[config.mk]
export PLATFORM = sky130hd
export DESIGN_NAME = sd_irq_status_unit
export DESIGN_NICKNAME = d
export VERILOG_FILES = /design/src/rtl/sdis_pkg.sv /design/src/rtl/sdis_sync.sv /design/src/rtl/sdis_debounce.sv /design/src/rtl/sdis_sticky_byte.sv /design/src/rtl/sd_irq_status_unit.sv
export SDC_FILE = /design/constraint.sdc
export NUM_CORES = 1
export LEC_CHECK = 0
export ABC_AREA = 1
export BUFFER_PORTS_ARGS = -buffer_cell sky130_fd_sc_hd__buf_4
export CORE_MARGIN = 2
export CORE_UTILIZATION = 34
export CTS_CLUSTER_SIZE = 8
export DETAILED_ROUTE_END_ITERATION = 10
export PLACE_DENSITY = 0.55
export SYNTH_ARGS = -nofsm -noshare
export SYNTH_HDL_FRONTEND = slang
export SYNTH_SLANG_ARGS = --single-unit
export TNS_END_PERCENT = 100
[constraint.sdc]
create_clock -name clk -period 1.57 [get_ports clk]
set_clock_uncertainty 0.2 [all_clocks]
set_input_delay 0.157 -clock clk [delete_from_list [all_inputs] [get_ports clk]]
set_output_delay 0.157 -clock clk [all_outputs]
set_load 0.05 [all_outputs]
[src/rtl/sdis_pkg.sv]
package sdis_pkg;
   // register byte addresses
   localparam int unsigned ADR_STAT0 = 0;
   localparam int unsigned ADR_STAT1 = 1;
   localparam int unsigned ADR_STAT2 = 2;
   localparam int unsigned ADR_ENA0  = 3;
   localparam int unsigned ADR_ENA1  = 4;
   localparam int unsigned ADR_CFGL  = 6;
   localparam int unsigned ADR_CFGH  = 7;

   // writable / sticky bit masks
   localparam logic [7:0]  STICKY0_MASK = 8'hF0;
   localparam logic [7:0]  STICKY1_MASK = 8'hFF;
   localparam logic [7:0]  ENA0_MASK    = 8'hF0;
   localparam logic [7:0]  ENA1_MASK    = 8'hFE;
   localparam logic [15:0] CFG_MASK     = 16'hB7FF;

   // configuration bit positions
   localparam int unsigned CFG_GIE    = 15;
   localparam int unsigned CFG_GPISEL = 13;
   localparam int unsigned CFG_POLHI  = 12;

   // status byte 0 positions
   localparam int unsigned S0_WP     = 1;
   localparam int unsigned S0_DAT3   = 2;
   localparam int unsigned S0_GPI    = 3;
   localparam int unsigned S0_MBLK   = 4;
   localparam int unsigned S0_BLK    = 5;
   localparam int unsigned S0_ARRIVE = 6;
   localparam int unsigned S0_CHANGE = 7;

   // status byte 2 positions
   localparam int unsigned S2_CBUSY  = 4;
   localparam int unsigned S2_DBUSY  = 5;
   localparam int unsigned S2_FREEZE = 7;

   typedef enum logic [0:0] {CD_DAT3 = 1'b0, CD_GPI = 1'b1} cd_src_e;
endpackage

[src/rtl/sdis_sync.sv]
module sdis_sync #(
   parameter int unsigned WIDTH  = 1,
   parameter int unsigned STAGES = 2
) (
   input  logic             clk,
   input  logic             rst_n,
   input  logic [WIDTH-1:0] d,
   output logic [WIDTH-1:0] q
);
   logic [WIDTH-1:0] stage_q [STAGES];

   generate
      for (genvar s = 0; s < STAGES; s++) begin : g_stage
         always_ff @(posedge clk or negedge rst_n) begin
            if (!rst_n) stage_q[s] <= '0;
            else if (s == 0) stage_q[s] <= d;
            else stage_q[s] <= stage_q[(s == 0) ? 0 : s-1];
         end
      end
   endgenerate

   assign q = stage_q[STAGES-1];
endmodule

[src/rtl/sdis_debounce.sv]
module sdis_debounce #(
   parameter int unsigned DEBOUNCE_CYCLES = 3
) (
   input  logic clk,
   input  logic rst_n,
   input  logic d,
   output logic q
);
   localparam int unsigned CW = (DEBOUNCE_CYCLES > 1) ? $clog2(DEBOUNCE_CYCLES) : 1;
   localparam logic [CW-1:0] LAST = CW'((DEBOUNCE_CYCLES > 0) ? DEBOUNCE_CYCLES - 1 : 0);

   generate
      if (DEBOUNCE_CYCLES == 0) begin : g_bypass
         assign q = d;
      end else begin : g_filter
         logic          stable_q;
         logic [CW-1:0] cnt_q;

         always_ff @(posedge clk or negedge rst_n) begin
            if (!rst_n) begin
               stable_q <= 1'b0;
               cnt_q    <= '0;
            end else if (d == stable_q) begin
               cnt_q <= '0;
            end else if (cnt_q == LAST) begin
               stable_q <= d;
               cnt_q    <= '0;
            end else begin
               cnt_q <= cnt_q + 1'b1;
            end
         end

         assign q = stable_q;
      end
   endgenerate
endmodule

[src/rtl/sdis_sticky_byte.sv]
module sdis_sticky_byte #(
   parameter logic [7:0] KEEP_MASK = 8'hFF
) (
   input  logic       clk,
   input  logic       rst_n,
   input  logic       soft_rst,
   input  logic [7:0] set_bits,
   input  logic [7:0] clr_bits,
   output logic [7:0] q
);
   always_ff @(posedge clk or negedge rst_n) begin
      if (!rst_n)        q <= '0;
      else if (soft_rst) q <= '0;
      else               q <= ((q & ~clr_bits) | set_bits) & KEEP_MASK;
   end
endmodule

[src/rtl/sd_irq_status_unit.sv]
module sd_irq_status_unit
   import sdis_pkg::*;
#(
   parameter int unsigned ADDR_W          = 3,
   parameter int unsigned SYNC_STAGES     = 2,
   parameter int unsigned DEBOUNCE_CYCLES = 16
) (
   input  logic              clk,
   input  logic              rst_n,
   input  logic              soft_rst,
   input  logic              wr_en,
   input  logic [ADDR_W-1:0] addr,
   input  logic [7:0]        wdata,
   output logic [7:0]        rdata,
   input  logic [7:0]        evt_host,
   input  logic              evt_blk_done,
   input  logic              evt_mblk_done,
   input  logic              cmd_busy,
   input  logic              data_busy,
   input  logic              wp_pin,
   input  logic              dat3_pin,
   input  logic              gpi_pin,
   output logic              clk_freeze_en,
   output logic              irq
);
   localparam int unsigned NPINS = 3;
   localparam int unsigned NCD   = 2;

   generate
      if (SYNC_STAGES < 2) begin : g_bad_sync
         $error("SYNC_STAGES must be at least 2");
      end
      if (ADDR_W < 3) begin : g_bad_addr
         $error("ADDR_W must be at least 3");
      end
   endgenerate

   // pin synchronization and debounce
   logic [NPINS-1:0] pins_s;
   logic [NCD-1:0]   cd_raw, cd_db;

   sdis_sync #(.WIDTH(NPINS), .STAGES(SYNC_STAGES)) i_sync (
      .clk  (clk),
      .rst_n(rst_n),
      .d    ({gpi_pin, dat3_pin, wp_pin}),
      .q    (pins_s)
   );

   assign cd_raw = pins_s[2:1];

   generate
      for (genvar p = 0; p < NCD; p++) begin : g_cd
         sdis_debounce #(.DEBOUNCE_CYCLES(DEBOUNCE_CYCLES)) i_db (
            .clk  (clk),
            .rst_n(rst_n),
            .d    (cd_raw[p]),
            .q    (cd_db[p])
         );
      end
   endgenerate

   logic wp_s, dat3_db, gpi_db;
   assign wp_s    = pins_s[0];
   assign dat3_db = cd_db[0];
   assign gpi_db  = cd_db[1];

   // configuration and enable registers
   logic [15:0] cfg_q;
   logic [7:0]  ena0_q, ena1_q;
   logic        freeze_q;

   function automatic logic hit(input logic [ADDR_W-1:0] a, input int unsigned target);
      return a == ADDR_W'(target);
   endfunction

   always_ff @(posedge clk or negedge rst_n) begin
      if (!rst_n) begin
         cfg_q    <= '0;
         freeze_q <= 1'b0;
      end else if (wr_en) begin
         if (hit(addr, ADR_CFGL)) cfg_q[7:0]  <= wdata & CFG_MASK[7:0];
         if (hit(addr, ADR_CFGH)) cfg_q[15:8] <= wdata & CFG_MASK[15:8];
         if (hit(addr, ADR_STAT2)) freeze_q   <= wdata[S2_FREEZE];
      end
   end

   always_ff @(posedge clk or negedge rst_n) begin
      if (!rst_n) begin
         ena0_q <= '0;
         ena1_q <= '0;
      end else if (soft_rst) begin
         ena0_q <= '0;
         ena1_q <= '0;
      end else if (wr_en) begin
         if (hit(addr, ADR_ENA0)) ena0_q <= wdata & ENA0_MASK;
         if (hit(addr, ADR_ENA1)) ena1_q <= wdata & ENA1_MASK;
      end
   end

   // card-detect change tracking
   cd_src_e cd_src;
   logic    cd_level, cd_prev_q, cd_change, cd_arrive;

   assign cd_src    = cd_src_e'(cfg_q[CFG_GPISEL]);
   assign cd_level  = (cd_src == CD_GPI) ? gpi_db : dat3_db;
   assign cd_change = cd_level != cd_prev_q;
   assign cd_arrive = cd_change && (cd_level == cfg_q[CFG_POLHI]);

   always_ff @(posedge clk or negedge rst_n) begin
      if (!rst_n) cd_prev_q <= 1'b0;
      else        cd_prev_q <= cd_level;
   end

   // sticky status bytes
   logic [7:0] set0, set1, clr0, clr1, st0_q, st1_q;

   always_comb begin
      set0            = '0;
      set0[S0_MBLK]   = evt_mblk_done;
      set0[S0_BLK]    = evt_blk_done;
      set0[S0_ARRIVE] = cd_arrive;
      set0[S0_CHANGE] = cd_change;
      set1            = evt_host;
      clr0 = (wr_en && hit(addr, ADR_STAT0)) ? (wdata & STICKY0_MASK) : 8'h00;
      clr1 = (wr_en && hit(addr, ADR_STAT1)) ? (wdata & STICKY1_MASK) : 8'h00;
   end

   sdis_sticky_byte #(.KEEP_MASK(STICKY0_MASK)) i_stat0 (
      .clk(clk), .rst_n(rst_n), .soft_rst(soft_rst),
      .set_bits(set0), .clr_bits(clr0), .q(st0_q)
   );

   sdis_sticky_byte #(.KEEP_MASK(STICKY1_MASK)) i_stat1 (
      .clk(clk), .rst_n(rst_n), .soft_rst(soft_rst),
      .set_bits(set1), .clr_bits(clr1), .q(st1_q)
   );

   // read view
   logic [7:0] stat0_view, stat2_view;

   always_comb begin
      stat0_view            = st0_q;
      stat0_view[S0_WP]     = wp_s;
      stat0_view[S0_DAT3]   = dat3_db;
      stat0_view[S0_GPI]    = gpi_db;
      stat2_view            = '0;
      stat2_view[S2_CBUSY]  = cmd_busy;
      stat2_view[S2_DBUSY]  = data_busy;
      stat2_view[S2_FREEZE] = freeze_q;
   end

   always_comb begin
      rdata = 8'h00;
      if (hit(addr, ADR_STAT0)) rdata = stat0_view;
      if (hit(addr, ADR_STAT1)) rdata = st1_q;
      if (hit(addr, ADR_STAT2)) rdata = stat2_view;
      if (hit(addr, ADR_ENA0))  rdata = ena0_q;
      if (hit(addr, ADR_ENA1))  rdata = ena1_q;
      if (hit(addr, ADR_CFGL))  rdata = cfg_q[7:0];
      if (hit(addr, ADR_CFGH))  rdata = cfg_q[15:8];
   end

   assign clk_freeze_en = freeze_q;
   assign irq = cfg_q[CFG_GIE] & (|((st0_q & ena0_q) | (st1_q & ena1_q)));
endmodule

==> flow_summary.toml, run 1 <==
[setup_path]
critical_path_depth = 7
end_kind = "primary output"
critical_path_class = "reg2out"
max_stage_delay_ps = 400
cp_max_fo = 2
crit_buf_inv = 2
rr_worst_depth = 3
slowest_stage = "dfrtp_1"
cpMostUsedCell = "nand2_1"
start_kind = "register"
worstPathRequired_ps = 1210
arrival_ps = 1380
cp_cell_sequence = "nand2_1 > nand4_1 > nor2_2 > nand2_1 > nand2_1 > inv_1 > buf_6"
path_delay_family = "simple AND/OR/NAND/NOR gates"

[floorplan]
rows = 31
dieArea_um2 = 8370
pin_count = 40
initial_utilization_pct = 35.5
dieHeight_um = 91.5
core_um2 = 7330
die_x_um = 91.5

[global_route]
grt_max_degree = 30
antenna_found_initial = 0
grt-ovfl-total = 0
grt_pass1_vias = 2337
grt_pass1_wl_um = 11800
track_usage_pct = 17.9

[layout]
fin_nets = 432
multiInputGateArea_um2 = 1070
final-seq-area_um2 = 1380
drive_above_1_share_pct = 25.3
stdcell_area_um2 = 3660
fill_cells = 699
syn_to_final_growth_pct = 40.4
num_antenna_cells = 0
utilization_pct = 49.9

[flow_run]
maxCapViolations = 0

[routing]
dr.pass1.iters = 4
drt_wl_total_um = 6940
drc = 0
routedWlPerCell_um = 13.9
vias = 2341
drtAntennaViolNets = 0
viasPerCell = 4.69
drtIter0Drc = 211

[clocking]
cts_inserted_buffers = 5
cts_buffer_depth = 2
clock-sinks = 55
clkTransAtPathRegs_ps = 90
clock-root-buffer = "clkbuf_8"
cts.htree.levels = 2
clkLatencyLatePin_ps = 300
cts_tree = "done"

[yosys]
syn_nets = 339
synth-seq-area-share_pct = 52.9
synth_top_family_by_area = "simple AND/OR/NAND/NOR gates"
async_flop_share_pct = 100
ys_warn_count = 0
yosysTopAreaCell = "dfrtp_1"
ys_seq_elements = 55
syn_avg_cell_area_um2 = 8.48
synth.distinct_cells = 27
synth-edff-count = 0
synthTopCellsByArea = "dfrtp_1 (53%), nand2_1 (10%), inv_1 (6.1%), o21ai_0 (5.8%), nand3_1 (4.2%)"
yosysMostFrequentCell = "nand2_1"
synth_xor_area_share_pct = 2.35
netlist_instances = 307
synth.area.mux_share_pct = 0.432
synthFlopType = "dfrtp_1"
yosys.area.top_type_share_pct = 52.9
synthSimpleGateAreaFrac_pct = 22.4
synth_area_um2 = 2600
yosys-top-cells-count = "nand2_1 (71), dfrtp_1 (55), inv_1 (42)"
synth_compound_area_share_pct = 13.1
synthAdderAreaFrac_pct = 0.961

[power]
power_density_nw_per_um2 = 844
p_leak_nw = 1.78
max-vdd-ir-drop_mv = 0.385

[outcome]
outcome = "finished with violations"
violations = "negative hold slack, negative setup slack"

[placement]
gp_congestion = 0.920
place_area_um2 = 3150
dp_hpwl_um = 5050
portBuffers = 39
pre_cts_ws_ps = 14.8

[timing]
setup-violations-final = 5
maxClockFrequency_mhz = 574
max_slew_margin_pct = 71.6
hold_viol_final = 1
worst_slack_ps = -171
period_share_pct = 111
tightest_slew_ps = 426
rsz0062_at_grt = "true"
fin_crit_ps = 1740
holdWs_ps = -5.34
maxSlewViolCount = 0
finalSetupTns_ps = -446

[min_path]
hold_class = "in2reg"
hold_depth = 4
-- area by class of cell --
cell class	instances	area share (%)
Sequential cell	55	37.7
Multi-Input combinational cell	201	29.3
Timing Repair Buffer	92	22.6
Inverter	45	4.62
Tap cell	99	3.39
Clock buffer	6	2.26
Clock inverter	1	0.137
-- flip-flops by register name, summed over array words and instances, names as in the netlist --
| name | count |
|---|---|
| i_stat1.q | 8 |
| g_cd.i_db.q | 2 |
| clk_freeze_en | 1 |
| i_stat0.q | 4 |
| g_cd.i_db.g_filter.cnt_q | 8 |
| i_sync.stage_q | 3 |
| ena0_q | 4 |
| cfg_q | 14 |
| ena1_q | 7 |
| cd_prev_q | 1 |
| i_sync.q | 3 |
-- through the flow --
stage               total power [W]  instances
global placement            0.00222        456
floorplan                   0.00197        307
global route                0.00325        499
CTS                         0.00311        498
detailed placement          0.00222        456
finish                      0.00308        499
-- path summary, 6_finish.rpt --
check / startpoint / to / slack, ps
setup / recovery: i_stat1.q[1] / irq / -170
hold / removal: wdata[1] / i_stat1.q[1] / -5
setup reg to reg: i_stat1.q[4] / i_stat1.q[4] / 100
hold reg to reg: i_sync.stage_q[5] / i_sync.q[2] / 150
max in group asynchronous: rst_n / clk_freeze_en / 570
min in group asynchronous: rst_n / i_sync.q[2] / 110
-- metal layers --
| metal | share of wire (%) | track usage [%] | vias to the layer above |
|---|---|---|---|
| met5 | 0 | 0 | - |
| met4 | 0.87 | 3.79 | 0 |
| met3 | 5.7 | 2.49 | 4 |
| met2 | 47 | 29.2 | 68 |
| met1 | 46 | 25.3 | 1093 |
| li1 | - | - | 1176 |
-- logic make-up after synthesis --
family,count (synthesis)
simple gates,131
compound gates,60
flops,55
buf+inv,51
xor+xnor,7
fa+ha+maj,2
mux,1
-- cells in the final DEF (no fill, tap or decap), drive strengths merged --
cell,n
a21oi,15
a22oi,1
buf,62
clkbuf,6
clkinv,1
dfrtp,55
dlygate4sd3,30
ha,2
inv,45
mux2,1
nand2,73
nand3,22
nand4,9
nor2,25
nor3,2
o2111ai,1
o21ai,40
o22ai,3
xnor2,4
xor2,3
-- worst register-to-register path, cell delays in order, from the launching register on --
cell and delay (ps):
dfrtp_1 430, o21ai_0 90, a21oi_1 70, dlygate4sd3_1 560
-- repair_timing --
item                                    CTS  global route
hold endpoints to repair                 79             1
endpoints found under the setup margin    8            17
resized for setup                         9            16
cloned                                    0             0
buffers inserted                          5             1
hold buffers                             30             1
pin swaps                                12             8
-- where the power goes --
group          switching (W)  total, W  internal, W
clock network       0.000443  0.000791     0.000348
logic               0.000371  0.000665     0.000295
registers          0.0000857   0.00163      0.00154
total               0.000900   0.00308      0.00219
(Power assumes the default switching activity.)
==> run 2: changes to the inputs <==
ABC_AREA = not set   (was 1)
SYNTH_HIERARCHICAL = 1   (was not set)
==> run 2 against run 1 <==
The flow finishes with violations (negative setup slack). Worst setup slack worse by 180 ps. Combinational power up 18%. Global-route usage is 2.6 points lower. Sequential share of layout area decreased by 3.8 points. Register-to-register slack better by 70 ps. Cell count decreased by 7.6%. Utilization down 2.7 points. Critical path depth decreased by 2. Cell area rose by 11%. Synthesized cell count decreased by 17%. Die area up 13%. Non-clock buffer count grew 11.
==> flow_summary.toml, run 2 <==
[timing]
finalSetupTns_ps = -1730
maxClockFrequency_mhz = 519
fin_crit_ps = 1930
rsz0062_at_grt = "true"
holdWs_ps = 2.07
hold_viol_final = 0
maxSlewViolCount = 0
period_share_pct = 123
setup-violations-final = 9
worst_slack_ps = -356

[setup_path]
critical_path_class = "reg2out"
worstPathRequired_ps = 1210
reg2reg_from = "g_cd[0].i_db/q"
arrival_ps = 1570
startpoint = "ena0_q[4]"
cp_max_fo = 3
end_kind = "primary output"
start_kind = "register"

[min_path]
hold_start = "soft_rst"
hold_class = "in2reg"

[global_route]
grt_pass1_wl_um = 11600
met2_usage_pct = 24.6
grt_max_degree = 29
grt_busiest_layer = "met2"
met3_usage_pct = 2.52
grt_pass1_vias = 2240
grt-ovfl-total = 0
antenna_found_initial = 0
track_usage_pct = 15.3
met1_usage_pct = 20.9

[routing]
routedWlPerCell_um = 15.1
drtIter0Drc = 96
vias = 2202
dr.pass1.iters = 4
drt_wl_total_um = 6950
drc = 0
viasPerCell = 4.78
drtAntennaViolNets = 0

[layout]
num_antenna_cells = 0
drive_above_1_share_pct = 44.5
syn_to_final_growth_pct = 36.7
largest-register = "cfg_q"
final_common_cell = "buf_4"
fin_nets = 384
reg.largest.list = "cfg_q (14), g_cd.i_db/g_filter.cnt_q (8), i_stat1/q (8)"
largest_reg_flops = 14
final_cell_mix = "buf_4 (68), dfrtp_1 (54), dlygate4sd3_1 (22)"
stdcell_area_um2 = 4060

[clocking]
cts_inserted_buffers = 5
clock-sinks = 55
clock-root-buffer = "clkbuf_8"
cts_tree = "done"
cts.htree.levels = 2
cts_buffer_depth = 2
clkLatencyLatePin_ps = 310
clkTransAtPathRegs_ps = 110

[power]
max-vdd-ir-drop_mv = 0.351
p_leak_nw = 1.86
power_density_nw_per_um2 = 817
report.power.total_w = 0.00331

[floorplan]
rows = 34
dieHeight_um = 97.4
initial_utilization_pct = 34.5
core_um2 = 8590
dieArea_um2 = 9490
die_x_um = 97.4
pin_count = 40

[yosys]
synth_area_um2 = 2970
syn_avg_cell_area_um2 = 11.6
netlist_instances = 255
ys_warn_count = 6
syn_nets = 287

[flow_run]
maxCapViolations = 0

[placement]
gp_congestion = 0.777
dp_hpwl_um = 5120
portBuffers = 39
pre_cts_ws_ps = -75.0
place_area_um2 = 3580

[outcome]
outcome = "finished with violations"
violations = "negative setup slack"
run 2: final timing paths:
kind,cells past startpoint,endpoint,slack [ps]
hold / removal,2,i_stat1/q[5],2
setup reg to reg,6,i_stat0/q[6],170
min in group asynchronous,2,i_stat0/q[4],10
hold reg to reg,0,i_sync/q[2],160
setup / recovery,5,irq,-360
max in group asynchronous,3,i_stat1/q[1],640
run 2: layout make-up:
class | instances | area, µm²
inverter | 18 | 67.6
timing repair buffer | 103 | 895
fill | 825 | 4540
multi-input combinational | 169 | 1480
sequential | 55 | 1380
clock inverter | 2 | 20.0
tap | 108 | 135
clock buffer | 6 | 82.6
run 2: layer usage:
| metal | part of all wire (%) | wire length [µm] |
|---|---|---|
| met1 | 48 | 3350 |
| met2 | 47 | 3250 |
| met3 | 2.8 | 196 |
| met4 | 2.3 | 157 |
| met5 | 0 | 0 |
run 2: timing repair:
item,in CTS,in global routing
hold buffers,22,0
pin swaps,10,1
setup endpoints to repair,9,11
resized for setup,22,4
buffers inserted,4,2
endpoints found under the hold margin,94,0
run 2: stage by stage:
step	instances	utilization (%)
final	461	47.2
after global routing	461	47.2
after CTS	459	46.8
after detailed placement	425	41.7
after global placement	425	41.7
after floorplan	255	-
run 2: worst max-delay path, stage by stage, from the launching register on:
cell	delay, ps
dfrtp_1	410
a22o_1	240
a221oi_2	170
and3_1	210
a21boi_2	70
buf_6	150
run 2: where the power goes:
part	leakage (nW)	internal, W	switching, W
sequential	0.703	0.00155	0.0000937
clock	0.0533	0.000373	0.000514
combinational	1.10	0.000408	0.000379
total	1.86	0.00233	0.000987
